File: config.mk
export PLATFORM = sky130hd
export DESIGN_NAME = irq_cause_ctrl
export DESIGN_NICKNAME = d
export VERILOG_FILES = /design/src/rtl/irq_cause_pkg.sv /design/src/rtl/irq_regfile.sv /design/src/rtl/irq_prio_enc.sv /design/src/rtl/irq_rd_port.sv /design/src/rtl/irq_cause_ctrl.sv
export SDC_FILE = /design/constraint.sdc
export NUM_CORES = 1
export LEC_CHECK = 0
export ABC_AREA = 1
export BUFFER_PORTS_ARGS = -buffer_cell sky130_fd_sc_hd__buf_2
export CAP_MARGIN = 20
export CORE_UTILIZATION = 42
export DETAILED_ROUTE_END_ITERATION = 6
export HOLD_SLACK_MARGIN = 0.05
export MAX_ROUTING_LAYER = met4
export PLACE_DENSITY = 0.79
export SKIP_CTS_REPAIR_TIMING = 1
export SYNTH_ARGS = -nofsm -noshare
export SYNTH_HDL_FRONTEND = slang
export SYNTH_HIERARCHICAL = 1
export SYNTH_SLANG_ARGS = --single-unit
File: constraint.sdc
create_clock -name clk -period 1.2 [get_ports clk]
set_clock_uncertainty 0.15 [all_clocks]
set_input_delay 0 -clock clk [delete_from_list [all_inputs] [get_ports clk]]
set_output_delay 0 -clock clk [all_outputs]
set_load 0.005 [all_outputs]
File: src/rtl/irq_cause_pkg.sv
package irq_cause_pkg;

  // Which register a bus access targets after address decode.
  typedef enum logic [1:0] {
    SEL_NONE  = 2'd0,
    SEL_CAUSE = 2'd1,
    SEL_MASK  = 2'd2
  } reg_sel_e;

endpackage

File: src/rtl/irq_regfile.sv
module irq_regfile #(
  parameter int N_SRC = 7
) (
  input  logic             clk,
  input  logic             rst_n,
  input  logic             wr_cause,
  input  logic             wr_mask,
  input  logic [N_SRC-1:0] wdata,
  input  logic [N_SRC-1:0] src_evt,
  output logic [N_SRC-1:0] cause_q,
  output logic [N_SRC-1:0] mask_q
);

  // Pending bits: the bus write is applied first, the event is ORed on top.
  for (genvar i = 0; i < N_SRC; i++) begin : g_cause
    logic base_d;
    always_comb base_d = wr_cause ? wdata[i] : cause_q[i];
    always_ff @(posedge clk or negedge rst_n) begin
      if (!rst_n) cause_q[i] <= 1'b0;
      else        cause_q[i] <= base_d | src_evt[i];
    end
  end

  always_ff @(posedge clk or negedge rst_n) begin
    if (!rst_n)       mask_q <= '0;
    else if (wr_mask) mask_q <= wdata;
  end

endmodule

File: src/rtl/irq_prio_enc.sv
module irq_prio_enc #(
  parameter int N     = 7,
  parameter int IDX_W = 3
) (
  input  logic [N-1:0]     vec,
  output logic [IDX_W-1:0] idx,
  output logic             vld
);

  // Scan upward so the last hit is the highest set bit.
  always_comb begin
    idx = '0;
    vld = 1'b0;
    for (int i = 0; i < N; i++) begin
      if (vec[i]) begin
        idx = IDX_W'(i);
        vld = 1'b1;
      end
    end
  end

endmodule

File: src/rtl/irq_rd_port.sv
module irq_rd_port
  import irq_cause_pkg::*;
#(
  parameter int N_SRC  = 7,
  parameter int DATA_W = 32
) (
  input  logic              clk,
  input  logic              rst_n,
  input  logic              rd_en,
  input  reg_sel_e          sel,
  input  logic [N_SRC-1:0]  cause,
  input  logic [N_SRC-1:0]  mask,
  output logic [DATA_W-1:0] rdata,
  output logic              rvalid
);

  logic [DATA_W-1:0] rd_mux;

  always_comb begin
    unique case (sel)
      SEL_CAUSE: rd_mux = DATA_W'(cause);
      SEL_MASK:  rd_mux = DATA_W'(mask);
      default:   rd_mux = '0;
    endcase
  end

  always_ff @(posedge clk or negedge rst_n) begin
    if (!rst_n) begin
      rdata  <= '0;
      rvalid <= 1'b0;
    end else begin
      rdata  <= rd_en ? rd_mux : '0;
      rvalid <= rd_en;
    end
  end

endmodule

File: src/rtl/irq_cause_ctrl.sv
module irq_cause_ctrl
  import irq_cause_pkg::*;
#(
  parameter int          N_SRC     = 7,
  parameter int          ADDR_W    = 8,
  parameter int          DATA_W    = 32,
  parameter logic [7:0]  CAUSE_OFS = 8'h50,
  parameter logic [7:0]  MASK_OFS  = 8'h54
) (
  input  logic              clk,
  input  logic              rst_n,
  input  logic [N_SRC-1:0]  src_evt,
  input  logic              bus_en,
  input  logic              bus_we,
  input  logic [ADDR_W-1:0] bus_addr,
  input  logic [DATA_W-1:0] bus_wdata,
  output logic [DATA_W-1:0] bus_rdata,
  output logic              bus_rvalid,
  output logic              irq_out,
  output logic [$clog2(N_SRC)-1:0] irq_idx,
  output logic              irq_idx_vld
);

  localparam int IDX_W = $clog2(N_SRC);

  reg_sel_e         sel;
  logic             wr_cause, wr_mask, rd_en;
  logic [N_SRC-1:0] cause_q, mask_q, pending;

  always_comb begin
    if (bus_addr == ADDR_W'(CAUSE_OFS))     sel = SEL_CAUSE;
    else if (bus_addr == ADDR_W'(MASK_OFS)) sel = SEL_MASK;
    else                                    sel = SEL_NONE;
  end

  assign wr_cause = bus_en &  bus_we & (sel == SEL_CAUSE);
  assign wr_mask  = bus_en &  bus_we & (sel == SEL_MASK);
  assign rd_en    = bus_en & ~bus_we;

  irq_regfile #(.N_SRC(N_SRC)) u_regs (
    .clk     (clk),
    .rst_n   (rst_n),
    .wr_cause(wr_cause),
    .wr_mask (wr_mask),
    .wdata   (bus_wdata[N_SRC-1:0]),
    .src_evt (src_evt),
    .cause_q (cause_q),
    .mask_q  (mask_q)
  );

  assign pending = cause_q & mask_q;
  assign irq_out = |pending;

  irq_prio_enc #(.N(N_SRC), .IDX_W(IDX_W)) u_prio (
    .vec(pending),
    .idx(irq_idx),
    .vld(irq_idx_vld)
  );

  irq_rd_port #(.N_SRC(N_SRC), .DATA_W(DATA_W)) u_rd (
    .clk   (clk),
    .rst_n (rst_n),
    .rd_en (rd_en),
    .sel   (sel),
    .cause (cause_q),
    .mask  (mask_q),
    .rdata (bus_rdata),
    .rvalid(bus_rvalid)
  );

endmodule

**Word level (Yosys, flattened, before mapping)**

Index checks and enable logic that the tools add are counted.
W data, S select, Z words.

- Equality and inequality tests: 4
- Multiplexer cells: 24
- Bitwise operators: 13
- Reduce and logical (&&, ||, !) cells: 1

Operators by type and width:

| operator | number |
|---|---|
| $eq A8 B7 Y1 const B | 2 |
| $mux W1 | 15 |
| $pmux W7 S2 | 1 |
| $mux W3 | 3 |
| $mux W2 | 4 |
| $and A7 B7 Y7 | 1 |
| $mux W7 | 1 |
| $or A1 B1 Y1 | 7 |
| $reduce_or A7 Y1 | 1 |
| $and A1 B1 Y1 | 4 |
| $eq A2 B1 Y1 const B | 1 |
| $eq A2 B2 Y1 const B | 1 |
| $not A1 Y1 | 1 |

- Bits in registers: 47
- Input port bits: 51
- Word-level logic and storage cells: 52

**Logic depth before layout (Yosys ltp)**

- Word-level depth: 8
- Depth in mapped cells: 10

**Hierarchy**

Netlist, hierarchy kept.

Modules (own cells, without submodules):

| module | times used | cells each | area each (um^2) | seq. area each (um^2) |
|---|---|---|---|---|
| irq_regfile | 1 | 66 | 574.3 | 350.3 |
| irq_rd_port | 1 | 61 | 519.2 | 200.2 |
| irq_cause_ctrl | 1 | 43 | 171.4 | 0.0 |
| irq_prio_enc | 1 | 16 | 72.6 | 0.0 |

**Least setup slack after synthesis**

No wires, ideal clock.

- Kind: input-to-reg
- Start: input bus_addr[1]
- End: register u_rd.rdata[0]
- Setup time: 78 ps
- Arrival: 895 ps
- Required time: 972 ps
- Path slack: 78 ps
- Stages on the path: 10
- Path buffers: 0
- Cells stage by stage: inv_1 > nand2_2 > nor2_1 > nand2_1 > inv_1 > inv_1 > ha_1 > inv_1 > nand2_1 > a21oi_1

- Elaborated cells between the ends (all ways): 8
- Those cells by class: 4 x eq/ne; 4 x mux

RTL lines:

| element | RTL line | RTL |
|---|---|---|
| start, declared | irq_cause_ctrl.sv:15 | `input logic [ADDR_W-1:0] bus_addr,` |
| $eq A8 B7 Y1 (*) | irq_cause_ctrl.sv:31 | `if (bus_addr == ADDR_W'(CAUSE_OFS)) sel = SEL_CAUSE;` |
| $mux W2 (*) | irq_cause_ctrl.sv:31 |  |
| net sel[0] | irq_cause_ctrl.sv:26 | `reg_sel_e sel;` |
| $eq A2 B2 Y1 or $eq A2 B1 Y1 (tied branches) | irq_rd_port.sv:20 | `unique case (sel)` |
| $pmux W7 S2 (*) | irq_rd_port.sv:20 |  |
| $mux W7 (*) | irq_rd_port.sv:32 | `rdata <= rd_en ? rd_mux : '0;` |
| end signal, assigned | irq_rd_port.sv:32 |  |
| end, declared | irq_rd_port.sv:13 | `output logic [DATA_W-1:0] rdata,` |

The timed path passes the listed nets; every way through them passes the cells marked *.
A chain may end at the register's enable or synchronous reset.

**Worst setup path in the final report**

- Start: register u_regs.cause_q[3]
- End: output irq_idx_vld

- Longest elaborated chain between the ends: 5

RTL lines:

| element | RTL line | RTL |
|---|---|---|
| start, declared | irq_regfile.sv:10 | `output logic [N_SRC-1:0] cause_q,` |
| start signal, assigned by index | irq_regfile.sv:20 | `else cause_q[i] <= base_d \| src_evt[i];` |
| $and A7 B7 Y7 | irq_cause_ctrl.sv:51 | `assign pending = cause_q & mask_q;` |
| net pending[3] | irq_cause_ctrl.sv:28 | `logic [N_SRC-1:0] cause_q, mask_q, pending;` |
| $mux W1 (4 in a row) | irq_prio_enc.sv:15 | `if (vec[i]) begin` |
| end, declared | irq_cause_ctrl.sv:21 | `output logic irq_idx_vld` |

The timed path passes the listed nets, and every way through them passes these cells.

==> results.yml <==
cts:
  cts_max_path_buffers: 2
  cts_sinks: 22
  insertion_delay_ns: 0.31
  cts_max_level: 1
  clock-root-buffer: "clkbuf_4"
  cts_buffers: 3
  clkTransAtPathRegs_ns: 0.12
  cts_tree: "yes"
yosys:
  synth.avg_cell_area_sq_um: 7.19
  ys_seq_elements: 22
  synthMuxAreaShare_pct: 0
  synth.distinct_cells: 16
  synthAdderAreaFrac_pct: 1.87
  synth_compound_area_share_pct: 5.89
  synth_top_family_by_area: "buffers and inverters"
  yosys.area_share.simple_pct: 24.4
  synth-xor-area-share_pct: 0
  ys_warn_count: 6
  syn_area_sq_um: 1340
  yosysSeqAreaShare_pct: 41.2
  synthCells: 186
detailed_routing:
  route.detailed.drc: 2
  vias_per_cell: 4.20
  wirelength_um: 2990
  first_iter_violations: 47
  route.vias.total: 1280
  drtAntennaViolNets: 0
  wl_per_cell_um: 9.81
  firstDrtPassIters: 6
worst_setup_path:
  rr_worst_depth: 4
  cpMaxStageDelayCell: "dfrtp_1"
  cp.depth: 7
  cp_max_fo: 3
  crit_path_max_incr_delay_ns: 0.42
  critPathBufInv: 3
  rr_endpoint: "u_regs/cause_q[2]$_DFF_PN0_"
  r2r_start: "u_regs/cause_q[2]$_DFF_PN0_"
  crit_chain: "nand2_2 > inv_2 > inv_2 > nand2_2 > nor3_2 > nand3_1 > buf_2"
  critical_path_class: "flop to output port"
  end_kind: "output port"
  required_ns: 1.05
  crit_path_start_kind: "flop"
  critPathArrivalTime_ns: 1.30
  path_delay_family: "flip-flops"
  rrSetupSlack_ns: 0.13
status:
  status: "finished, violations left"
  violations: "design-rule violations, negative setup slack"
sta:
  min_period_ns: 1.45
  fin_ws_ns: -0.253
  setup_viol: 5
  fmax_mhz: 688
  hold_ws_ns: 0.0307
  period_share_pct: 121
  hold_viol_final: 0
  drv_slew: 0
  rsz0062_at_grt: "yes"
placement:
  placed_cells: 270
  port_buffers: 38
  dp_hpwl_um: 1940
  globalplace.congestion: 0.802
  dpl_cell_area_sq_um: 1500
  dp_slack_ns: -0.244
layout:
  n_antenna_cell: 0
  layout_common_cells: "54 x nand2_1, 38 x buf_2, 30 x inv_1"
  layout_commonest_cell: "nand2_1"
  stdcell_area_sq_um: 1860
  fin_cells: 305
  nets: 315
  fin_util_pct: 61.3
  layout-drive-gt1-share_pct: 32.2
  syn_to_final_growth_pct: 38.8
global_route:
  grtUsageTotal_pct: 15.7
  grt-ovfl-total: 0
  grt_pass1_vias: 978
  grt_max_degree: 23
  grt_pass1_wl_um: 4010
  antenna_found_initial: 0
power:
  p_sw_mw: 0.343
  power.share.switching_pct: 22.3
  p_int_mw: 1.19
  p_per_area_nw_per_um2: 828
  p_comb_share_pct: 13.6
  ir_drop_mv: 0.436
  clkPwrFrac_pct: 36.7
  p_leak_nw: 1.05
  pwr-share-seq_pct: 49.7
floorplan:
  core_sq_um: 3030
  die_area_sq_um: 3410
  initial_core_util_pct: 44.2
  rows: 20
  die_w_um: 58.4
  ioPinCount: 89
  dieHeight_um: 58.4
flow_run:
  max_cap_violations: 0
worst_hold_path:
  hp-class: "input port to async pin"
-- how the worst max path moves through the flow --
stage / start / to / slack, ns
global placement: bus_addr[7] / u_rd/rdata[1]$_DFF_PN0_ / -0.16
finish: u_regs/cause_q[3]$_DFF_PN0_ / irq_idx_vld / -0.25
global route: u_regs/cause_q[2]$_DFF_PN0_ / irq_idx_vld / -0.38
floorplan: bus_addr[1] / u_rd/rdata[0]$_DFF_PN0_ / 0.08
detailed placement: bus_addr[1] / u_rd/rdata[6]$_DFF_PN0_ / -0.24
CTS: u_regs/cause_q[3]$_DFF_PN0_ / irq_idx_vld / -0.26
-- synthesized netlist by cell type --
master   number  area share, %
nor2_2        3            1.4
inv_1        36             10
buf_6         1           0.84
conb_1        1           0.28
nand2_1      61             17
nand2_2       1           0.47
a21oi_1       7            2.6
ha_1          2            1.9
buf_4        26             15
nor2_1        6            1.7
o21ai_0       7            2.6
a21oi_2       1           0.65
dfrtp_1      22             41
nand3_1       8            3.0
nor3_2        1           0.75
inv_2         3           0.84
-- worst reg2reg max path, stage by stage (launching register included) --
cell     delay (ns)
dfrtp_1        0.42
buf_4          0.14
buf_4          0.12
nand2_1        0.06
nand3_1        0.07
-- cell families after synthesis --
| logic type | after synthesis |
|---|---|
| and+or+nand+nor | 80 |
| buffers and inverters | 66 |
| other | 1 |
| adders and majority gates | 2 |
| AOI/OAI and AO/OA | 15 |
| DFF | 22 |
-- sequential cells by signal (all words and copies together), names as in the netlist --
name and cells:
u_regs/cause_q 7, u_rd/rdata 7, u_regs/mask_q 7, u_rd/rvalid 1
-- per-stage QoR --
stage | power, mW | TNS (ns)
after floorplan | 0.903 | 0
after global placement | 0.914 | -1.03
after detailed placement | 0.917 | -1.57
after CTS | 1.47 | -1.04
after global routing | 1.60 | -1.29
final | 1.54 | -0.847
-- area by class of cell --
| cell class | count | area, sq um |
|---|---|---|
| well taps | 44 | 55.1 |
| flip-flops and latches | 22 | 551 |
| clock inverters | 1 | 30.0 |
| repair buffers | 74 | 503 |
| clock buffers | 3 | 22.5 |
| inverters | 39 | 146 |
| fillers | 278 | 1170 |
| multi-input cells | 122 | 549 |
-- layer usage --
layer / up-vias / share of wire (%) / global-route usage (%)
met2: 46 / 52 / 26.4
met4: 0 / 0.97 / 5.10
li1: 642 / - / -
met1: 588 / 42 / 19.7
met3: 4 / 5.4 / 2.20
met5: - / 0 / -
-- power by group through the flow --
stage          Sequential, mW  Combinational (mW)  Clock [mW]
2_1_floorplan           0.776               0.126           0
3_3_place_gp            0.777               0.136           0
3_5_place_dp            0.778               0.140           0
4_1_cts                 0.764               0.140       0.569
5_1_grt                 0.766               0.238       0.598
6_report                0.764               0.208       0.564
(Power assumes the default switching activity.)
